### config.mk
export PLATFORM = sky130hd
export DESIGN_NAME = clkdiv_bank
export DESIGN_NICKNAME = d
export VERILOG_FILES = /design/src/rtl/cdb_pkg.sv /design/src/rtl/cdb_regs.sv /design/src/rtl/cdb_go_fsm.sv /design/src/rtl/cdb_div.sv /design/src/rtl/clkdiv_bank.sv
export SDC_FILE = /design/constraint.sdc
export NUM_CORES = 1
export LEC_CHECK = 0
export CORE_UTILIZATION = 61
export DETAILED_ROUTE_END_ITERATION = 12
export PLACE_DENSITY_LB_ADDON = 0.05
export RECOVER_POWER = 100
export SETUP_SLACK_MARGIN = 0.5
export SLEW_MARGIN = 20
export SYNTH_ARGS = -nofsm -noshare
export SYNTH_HDL_FRONTEND = slang
export SYNTH_SLANG_ARGS = --single-unit
### constraint.sdc
create_clock -name clk -period 2.7 [get_ports clk]
set_input_delay 0.675 -clock clk [delete_from_list [all_inputs] [get_ports clk]]
set_output_delay 0.675 -clock clk [all_outputs]
set_load 0.005 [all_outputs]
### src/rtl/cdb_pkg.sv
package cdb_pkg;
    localparam int REG_W  = 16;
    localparam int EN_POS = 15;

    typedef enum logic [1:0] {
        GO_IDLE = 2'd0,
        GO_LOAD = 2'd1,
        GO_WAIT = 2'd2
    } go_state_t;
endpackage

### src/rtl/cdb_regs.sv
module cdb_regs
    import cdb_pkg::*;
#(
    parameter int NUM_DIV = 8,
    parameter int RATIO_W = 7,
    parameter int ADDR_W  = 4
) (
    input  logic                            clk,
    input  logic                            rst_n,
    input  logic                            wr_en,
    input  logic [ADDR_W-1:0]               addr,
    input  logic [REG_W-1:0]                wdata,
    input  logic                            busy,
    output logic [NUM_DIV-1:0]              sh_en,
    output logic [NUM_DIV-1:0][RATIO_W-1:0] sh_rm1,
    output logic [NUM_DIV-1:0]              align_mask,
    output logic                            go_req,
    output logic [REG_W-1:0]                rdata
);
    localparam logic [ADDR_W-1:0] CMD_A  = ADDR_W'(NUM_DIV);
    localparam logic [ADDR_W-1:0] STAT_A = ADDR_W'(NUM_DIV + 1);
    localparam logic [ADDR_W-1:0] ALN_A  = ADDR_W'(NUM_DIV + 2);

    for (genvar g = 0; g < NUM_DIV; g++) begin : g_shadow
        always_ff @(posedge clk or negedge rst_n) begin
            if (!rst_n) begin
                sh_en[g]  <= 1'b0;
                sh_rm1[g] <= '0;
            end else if (wr_en && addr == ADDR_W'(g)) begin
                sh_en[g]  <= wdata[EN_POS];
                sh_rm1[g] <= wdata[RATIO_W-1:0];
            end
        end
    end

    always_ff @(posedge clk or negedge rst_n) begin
        if (!rst_n) begin
            align_mask <= '0;
        end else if (wr_en && addr == ALN_A) begin
            align_mask <= wdata[NUM_DIV-1:0];
        end
    end

    assign go_req = wr_en && (addr == CMD_A) && wdata[0];

    always_comb begin
        rdata = '0;
        for (int i = 0; i < NUM_DIV; i++) begin
            if (addr == ADDR_W'(i)) begin
                rdata[EN_POS]        = sh_en[i];
                rdata[RATIO_W-1:0]   = sh_rm1[i];
            end
        end
        if (addr == STAT_A) rdata[0] = busy;
        if (addr == ALN_A)  rdata[NUM_DIV-1:0] = align_mask;
    end

    // Shadow settings move only on a register write.
    assert_shadow_hold_R3: assert property (@(posedge clk) disable iff (!rst_n)
        !wr_en |=> ($stable(sh_rm1) && $stable(sh_en) && $stable(align_mask)));
endmodule

### src/rtl/cdb_go_fsm.sv
module cdb_go_fsm
    import cdb_pkg::*;
#(
    parameter int GO_CYCLES = 128
) (
    input  logic clk,
    input  logic rst_n,
    input  logic go_req,
    output logic busy,
    output logic load_pulse
);
    localparam int WC_W = $clog2(GO_CYCLES + 1);
    localparam logic [WC_W-1:0] WC_LAST = WC_W'(GO_CYCLES - 1);

    go_state_t st, st_nx;
    logic [WC_W-1:0] wcnt;

    always_ff @(posedge clk or negedge rst_n) begin
        if (!rst_n) st <= GO_IDLE;
        else        st <= st_nx;
    end

    always_ff @(posedge clk or negedge rst_n) begin
        if (!rst_n)              wcnt <= '0;
        else if (st == GO_LOAD)  wcnt <= '0;
        else if (st == GO_WAIT)  wcnt <= wcnt + 1'b1;
    end

    always_comb begin
        st_nx = st;
        unique case (st)
            GO_IDLE: if (go_req) st_nx = GO_LOAD;
            GO_LOAD: st_nx = GO_WAIT;
            GO_WAIT: if (wcnt == WC_LAST) st_nx = GO_IDLE;
            default: st_nx = GO_IDLE;
        endcase
    end

    always_comb begin
        busy       = (st != GO_IDLE);
        load_pulse = (st == GO_LOAD);
    end

    // Busy starts only after a command request.
    assert_busy_start_R4: assert property (@(posedge clk) disable iff (!rst_n)
        $rose(busy) |-> $past(go_req));
    // The load state is entered only from idle.
    assert_load_from_idle_R10: assert property (@(posedge clk) disable iff (!rst_n)
        (st == GO_LOAD) |-> ($past(st) == GO_IDLE));
    // A request while busy never restarts the load.
    assert_busy_ignore_R10: assert property (@(posedge clk) disable iff (!rst_n)
        (busy && go_req) |=> (st != GO_LOAD));
    // The wait window never exceeds its length.
    assert_wait_bound_R5: assert property (@(posedge clk) disable iff (!rst_n)
        (st == GO_WAIT) |-> (wcnt < WC_W'(GO_CYCLES)));
endmodule

### src/rtl/cdb_div.sv
module cdb_div #(
    parameter int RATIO_W = 7
) (
    input  logic               clk,
    input  logic               rst_n,
    input  logic               load_pulse,
    input  logic               busy,
    input  logic               align,
    input  logic               sh_en,
    input  logic [RATIO_W-1:0] sh_rm1,
    output logic               tick
);
    logic               act_en, stg_en, pend;
    logic [RATIO_W-1:0] act_rm1, stg_rm1, cnt;

    assign tick = act_en && (cnt == act_rm1);

    always_ff @(posedge clk or negedge rst_n) begin
        if (!rst_n) begin
            stg_en  <= 1'b0;
            stg_rm1 <= '0;
        end else if (load_pulse) begin
            stg_en  <= sh_en;
            stg_rm1 <= sh_rm1;
        end
    end

    always_ff @(posedge clk or negedge rst_n) begin
        if (!rst_n) begin
            act_en  <= 1'b0;
            act_rm1 <= '0;
            cnt     <= '0;
            pend    <= 1'b0;
        end else if (load_pulse && (align || !act_en || tick)) begin
            act_en  <= sh_en;
            act_rm1 <= sh_rm1;
            cnt     <= '0;
            pend    <= 1'b0;
        end else if (pend && tick) begin
            act_en  <= stg_en;
            act_rm1 <= stg_rm1;
            cnt     <= '0;
            pend    <= 1'b0;
        end else begin
            if (load_pulse) pend <= 1'b1;
            if (act_en)     cnt  <= tick ? '0 : cnt + 1'b1;
        end
    end

    // Aligned dividers restart together on the load edge.
    assert_align_restart_R7: assert property (@(posedge clk) disable iff (!rst_n)
        (load_pulse && align) |=> (cnt == '0));
    // The counter stays inside the active period.
    assert_cnt_range_R6: assert property (@(posedge clk) disable iff (!rst_n)
        act_en |-> (cnt <= act_rm1));
    // A deferred switch has completed when the sequencer is idle.
    assert_pend_resolved_R8: assert property (@(posedge clk) disable iff (!rst_n)
        !busy |-> !pend);
endmodule

### src/rtl/clkdiv_bank.sv
module clkdiv_bank
    import cdb_pkg::*;
#(
    parameter int NUM_DIV   = 8,
    parameter int RATIO_W   = 7,
    parameter int ADDR_W    = 4,
    parameter int GO_CYCLES = (1 << RATIO_W)
) (
    input  logic               clk,
    input  logic               rst_n,
    input  logic               wr_en,
    input  logic [ADDR_W-1:0]  addr,
    input  logic [REG_W-1:0]   wdata,
    output logic [REG_W-1:0]   rdata,
    output logic [NUM_DIV-1:0] clk_en
);
    logic [NUM_DIV-1:0]              sh_en, align_mask;
    logic [NUM_DIV-1:0][RATIO_W-1:0] sh_rm1;
    logic                            go_req, busy, load_pulse;

    cdb_regs #(.NUM_DIV(NUM_DIV), .RATIO_W(RATIO_W), .ADDR_W(ADDR_W)) u_regs (
        .clk(clk), .rst_n(rst_n), .wr_en(wr_en), .addr(addr), .wdata(wdata),
        .busy(busy), .sh_en(sh_en), .sh_rm1(sh_rm1), .align_mask(align_mask),
        .go_req(go_req), .rdata(rdata)
    );

    cdb_go_fsm #(.GO_CYCLES(GO_CYCLES)) u_fsm (
        .clk(clk), .rst_n(rst_n), .go_req(go_req),
        .busy(busy), .load_pulse(load_pulse)
    );

    for (genvar g = 0; g < NUM_DIV; g++) begin : g_div
        cdb_div #(.RATIO_W(RATIO_W)) u_div (
            .clk(clk), .rst_n(rst_n), .load_pulse(load_pulse), .busy(busy),
            .align(align_mask[g]), .sh_en(sh_en[g]), .sh_rm1(sh_rm1[g]),
            .tick(clk_en[g])
        );
    end

    // With no active divider left after reset, every strobe is quiet.
    assert_reset_quiet_R1: assert property (@(posedge clk) disable iff (!rst_n)
        $rose(rst_n) |-> (clk_en == '0));
endmodule

======== After elaboration in Yosys (flattened, before gate mapping) ========
Cells that the tools add are included.
storage, ports and cells
  flip-flop bits (word level) ............. 274
  word-level logic and storage cells ...... 291
  output and inout port bits .............. 24
  bits of input ports ..................... 23
cells by class
  reductions and logical operators ........ 88
  equality and inequality tests ........... 23
  multiplexer cells ....................... 104
  add/subtract/negate cells ............... 9
operators by type and width
  kind                                                 count
  2-to-1 mux 7 bit                                     56
  adder 7 x 1 -> 7 bit, second input constant          8
  equality test 7 bit                                  8
  nonzero test 3 bit                                   16
  2-to-1 mux 1 bit                                     42
  logical AND 1 bit                                    35
  2-to-1 mux 8 bit                                     3
  nonzero test 2 bit                                   10
  equality test 4 x 3 -> 1 bit, second input constant  4
  logical OR 1 bit                                     16
  equality test 4 bit, second input constant           3
  adder 8 x 1 -> 8 bit, second input constant          1
  equality test 4 x 2 -> 1 bit, second input constant  2
  equality test 8 x 7 -> 1 bit, second input constant  1
  logical NOT 1 bit                                    8
  case mux 2 bit (3 select lines)                      1
  equality test 4 x 1 -> 1 bit, second input constant  1
  logical NOT 4 bit                                    1
  2-to-1 mux 2 bit                                     2
  != test 2 bit, second input constant                 2
  equality test 2 x 1 -> 1 bit, second input constant  1
  equality test 2 bit, second input constant           1
  logical NOT 2 bit                                    1
  AND reduction 2 bit                                  1

======== Logic depth before layout (Yosys ltp) ========
  depth in word-level cells ............... 11
  gate-level depth with buffers ........... 9
  gate-level depth less buffers ........... 7

======== Cells and area by module ========
From an unflattened synthesis, not the netlist that was laid out.
unflattened totals
  cell total of the unflattened synthesis .. 1,235
  area, all modules ....................... 14,119.8 um^2
by module, submodules not included
  module      cells an instance  instances  area each (um^2)  sequential area each (um^2)
  cdb_div     114                8          1,244.9           600.6
  cdb_regs    257                1          3,534.6           1,801.7
  cdb_go_fsm  66                 1          625.6             250.2

======== Worst setup path before layout ========
No wires, ideal clock.
  path type ............................... input-to-output
  start point ............................. in addr[1]
  end point ............................... out rdata[15]
  stages .................................. 6
  path slack .............................. 0.205 ns
  required time ........................... 2.025 ns
  data arrival time ....................... 1.820 ns
  buffers on the path ..................... 3
  path through ............................ buf_2 -> buf_1 -> buf_1 -> nand4_1 -> o2bb2ai_1 -> a21oi_1
on the way
  longest elaborated chain between the ends .. 9
  elaborated cells on any way between the ends .. 16
  those cells by class .................... 7 x eq/ne; 8 x mux; 1 x reduce/logical
ends and longest elaborated chain
  item                            RTL line           RTL
  start, declared                 clkdiv_bank.sv:12  input logic [ADDR_W-1:0] addr,
  logical NOT 4 bit               cdb_regs.sv:49     if (addr == ADDR_W'(i)) begin
  2-to-1 mux 1 bit (7 in series)  cdb_regs.sv:49
  2-to-1 mux 1 bit *              cdb_regs.sv:49
  end, declared                   clkdiv_bank.sv:14  output logic [REG_W-1:0] rdata,
Every way passes the cells marked *; elsewhere a longest branch is shown, timed or not.

======== Final worst setup path ========
  start point ............................. reg u_regs.sh_rm1[25] (netlist bit)
  end point ............................... out rdata[4]
on the way
  longest elaborated chain between the ends .. 6
ends and longest elaborated chain
  item                             RTL line        RTL
  start, declared                  cdb_regs.sv:15  output logic [NUM_DIV-1:0][RATIO_W-1:0] sh_rm1,
  start signal, assigned by index  cdb_regs.sv:31  sh_rm1[g] <= wdata[RATIO_W-1:0];
  2-to-1 mux 7 bit (5 in series)   cdb_regs.sv:49
  2-to-1 mux 8 bit                 cdb_regs.sv:55  if (addr == ALN_A) rdata[NUM_DIV-1:0] = align_mask;
No other way between the ends.

==> results_tabular.tex <==
\begin{tabular}{lr}
\hline
Metric & Value \\
\hline
\multicolumn{2}{l}{\textbf{Run status}} \\
Outcome & complete, but fails checks \\
Failing checks & max-capacitance violations, max-slew violations \\
\multicolumn{2}{l}{\textbf{Timing}} \\
Unrepaired setup endpoints after global routing & true \\
Time the final worst path needs with I/O delays and setup & 2.66 ns \\
Final worst path period share & 0.985 \\
Slew Limit Fails & 68 \\
Final Skew & 0.0140 ns \\
Hold Violations, Final & 0 \\
Measured slew at the worst slew-check pin & 1.79 ns \\
Headroom to the max-slew limit & -0.195 \\
Total negative setup slack & 0 ns \\
Upper clock frequency limit & 376 MHz \\
Number of setup violations in the final report & 0 \\
\multicolumn{2}{l}{\textbf{Clock network}} \\
Clock Sinks & 274 \\
Count of H-tree levels built during CTS & 1 \\
CTS root buffer & clkbuf\_16 \\
Number of buffers added by the clock tree synthesis step & 29 \\
Buffer levels on the longest clock path & 3 \\
CTS tree & built \\
Clock transition at the registers of the reported paths & 0.06 ns \\
Clock latency on the worst-skew pair & 0.55 ns \\
\multicolumn{2}{l}{\textbf{Floorplanning}} \\
Number of ports placed on the die boundary & 47 \\
Total core area & 21,200 um2 \\
Die height & 150 um \\
Starting utilization of the core area & 0.627 \\
Placement row count & 53 \\
Die ar. & 22,400 um2 \\
Die outline width & 150 um \\
\multicolumn{2}{l}{\textbf{Hold path}} \\
Worst min-delay path endpoint & g\_div[7].u\_div.stg\_rm1[3] \\
Path class of the lowest-slack min-delay path & flop to flop \\
Startpoint of the tightest hold check path & g\_div[7].u\_div.stg\_rm1[3] \\
Cells on Worst Hold Path & 1 \\
\multicolumn{2}{l}{\textbf{Synthesis}} \\
Post-synthesis async set-or-reset flop share & 1.00 \\
Number of standard cells after synthesis & 1,079 \\
Biggest area consumer among synthesized cells & dfrtp\_1 \\
Total of flip-flops plus latches after synthesis & 274 \\
Post-synthesis sequential area ratio & 0.516 \\
Netlist Area Pre-Place & 13,300 um2 \\
Avg Synthesized Cell Area & 12.3 um2 \\
Dominant cells by area after synthesis & dfrtp\_1 (52\%), mux2\_2 (21\%), xnor2\_1 (3.5\%) \\
Area share of the leading cell type in the synthesized netlist & 0.516 \\
Distinct cell type count after synthesis & 56 \\
Number of warning messages in the yosys log & 0 \\
Dominant synthesized flop cell & dfrtp\_1 \\
Number of flops mapped to enable cells by yosys & 0 \\
\multicolumn{2}{l}{\textbf{Setup path}} \\
Startpoint Class & flop \\
CP Data Arrival Time & 1.99 ns \\
Required time reported for the critical path endpoint & 2.03 ns \\
Depth of the worst register-to-register path & 13 \\
Crit Reg-Reg Endpoint & g\_div[2].u\_div.act\_rm1[4] \\
Maximum fanout encountered on the critical timing path & 2 \\
Kind of critical path & flop to primary output \\
Capturing element type of the critical path & primary output \\
Slack of the worst reg-to-reg path & 0.09 ns \\
Start of the worst register-to-register path & g\_div[2].u\_div.cnt[4] \\
\multicolumn{2}{l}{\textbf{Global routing}} \\
Pin count of the biggest net entering global routing & 70 \\
Global router's overall resource usage & 0.282 \\
Wire length of the first global-routing pass & 48,900 um \\
Antenna violations before repair & 1 \\
Remaining global-route overflow & 0 \\
Number of global-route vias before repair & 9,056 \\
\multicolumn{2}{l}{\textbf{Finish}} \\
Count of placed standard cells in the final layout, fillers left out & 1,534 \\
Post-route design area & 16,200 um2 \\
Layout-stage area growth over the synthesis result & 21.9\% \\
Fraction of final layout cells sized beyond drive strength 1 & 0.416 \\
Post-layout nets & 1,277 \\
Number of antenna diodes & 0 \\
\multicolumn{2}{l}{\textbf{Placed design}} \\
HPWL after detailed placement & 19,600 um \\
Instance area at placement & 14,200 um2 \\
Placer congestion estimate & 0.870 \\
Dpl cells & 1,389 \\
Quantity of I/O buffers inserted on ports & 32 \\
\multicolumn{2}{l}{\textbf{Detailed routing}} \\
Top layer in use & met5 \\
Average routed wire per standard cell & 19.8 um \\
Final routed DRC violation total & 0 \\
Count of routing violations after the opening detailed-route iteration & 468 \\
Residual antenna-violating net count after detailed routing & 0 \\
Met2 routed WL & 14,800 um \\
Routed via count divided by cell count & 5.79 \\
Router iterations before antenna repair & 4 \\
DRT Wirelength & 30,300 um \\
Via count & 8,876 \\
Routed length on met1 & 13,600 um \\
Detail Route met3 WL & 1090 um \\
\multicolumn{2}{l}{\textbf{Flow run}} \\
Maximum Capacitance Violations & 1 \\
\multicolumn{2}{l}{\textbf{Power}} \\
Standby leakage power & 7.82 nW \\
Maximum ir drop on the vdd rail & 540 uV \\
Power density over the cells & 594 nW/um2 \\
\hline
\end{tabular}
## state kept, by name, summed over array words and instances, names as in the netlist
name                 flops
g_div.u_div.pend         8
u_regs.align_mask        8
g_div.u_div.stg_rm1     56
g_div.u_div.act_rm1     56
g_div.u_div.stg_en       8
u_regs.sh_en             8
g_div.u_div.act_en       8
g_div.u_div.cnt         56
u_fsm.wcnt               8
u_fsm.st                 2
u_regs.sh_rm1           56
## what timing repair did
| action | in CTS | in global routing |
|---|---|---|
| buffers inserted | 69 | 25 |
| pin swaps | 46 | 35 |
| gates cloned | 2 | 0 |
| hold buffers | 0 | 0 |
| resized for setup | 173 | 35 |
| endpoints found under the setup margin | 24 | 39 |
## routing by layer
layer | track usage | vias up
met5 | 0 | -
met4 | 0.0842 | 2
met3 | 0.0369 | 61
met2 | 0.463 | 174
met1 | 0.390 | 4497
li1 | - | 4142
## cell type report
cell class / count / area (um2)
flip-flops and latches: 274 / 6870
multi-input cells: 736 / 6420
fillers: 1373 / 5010
repair buffers: 175 / 1520
clock buffers: 40 / 857
well taps: 275 / 344
clock inverters: 9 / 106
inverters: 25 / 93.8
## cells in the mapped netlist (all sizes together) (13+ instances only)
cell    count
a21oi      16
buf        28
clkbuf     22
dfrtp     274
ha         13
inv        25
mux2      251
mux2i      21
nand2      63
nand2b     14
nand3      14
nand4      26
nor2       76
o21ai      24
xnor2      53
xor2       45
## cell usage in the layout (no fill, tap or decap), types with 8 or more instances in the layout
cell type | synthesis | routed
nand2_1 | 63 | 62
xor2_1 | 45 | 45
buf_6 | 1 | 20
inv_1 | 25 | 25
mux2i_1 | 21 | 17
ha_1 | 13 | 12
dfrtp_1 | 274 | 262
xnor2_1 | 53 | 46
dfrtp_2 | 0 | 12
o22ai_1 | 8 | 8
clkbuf_16 | 0 | 29
buf_2 | 9 | 14
buf_4 | 15 | 90
a21o_1 | 9 | 9
o21ai_0 | 16 | 14
clkbuf_8 | 0 | 9
mux2_4 | 8 | 9
nand3_1 | 14 | 13
clkbuf_4 | 0 | 10
nand4_1 | 26 | 26
buf_12 | 0 | 10
or2_2 | 11 | 11
clkbuf_1 | 22 | 15
mux2_2 | 243 | 239
nand2b_1 | 14 | 13
nor2_1 | 76 | 70
clkdlybuf4s50_1 | 0 | 9
a21oi_1 | 16 | 12
## through the flow
step / utilization / worst slack, ns / hold slack, ns / total power, W
after CTS: 0.757 / 0.000533 / 0.109 / 0.00965
final: 0.764 / 0.0397 / 0.503 / 0.00962
after global routing: 0.764 / 0.00509 / 0.524 / 0.00997
after floorplan: - / 0.504 / 0.379 / 0.00502
after detailed placement: 0.669 / -0.751 / 0.488 / 0.00550
after global placement: 0.669 / -0.755 / 0.486 / 0.00547
## worst max-delay path by stage
stage,startpoint,end,depth (start not counted)
floorplan,addr[1],rdata[0],6
global placement,addr[1],rdata[6],9
detailed placement,addr[1],rdata[6],9
CTS,u_regs.sh_rm1[25],rdata[4],4
global route,u_regs.sh_rm1[25],rdata[4],4
finish,u_regs.sh_rm1[25],rdata[4],4
## critical path: stages (launching register included)
cell	delay [ns]
dfrtp_2	0.43
mux4_2	0.50
mux2i_2	0.21
o221ai_4	0.14
buf_2	0.15
## where the power goes
part | switching, W | internal [W] | total [W]
registers | 0.000324 | 0.00436 | 0.00469
clock network | 0.00160 | 0.00239 | 0.00399
logic | 0.000426 | 0.000522 | 0.000948
## cells by family after synthesis
group,share of synthesized area
XOR/XNOR,0.0646
other,0.000282
flip-flops,0.516
AND/OR/NAND/NOR,0.0879
buffers and inverters,0.0268
adder cells (fa/ha/maj),0.0122
multiplexers,0.241
AO/OA/AOI/OAI,0.0517
No activity file was read; power rests on OpenSTA's default activity.
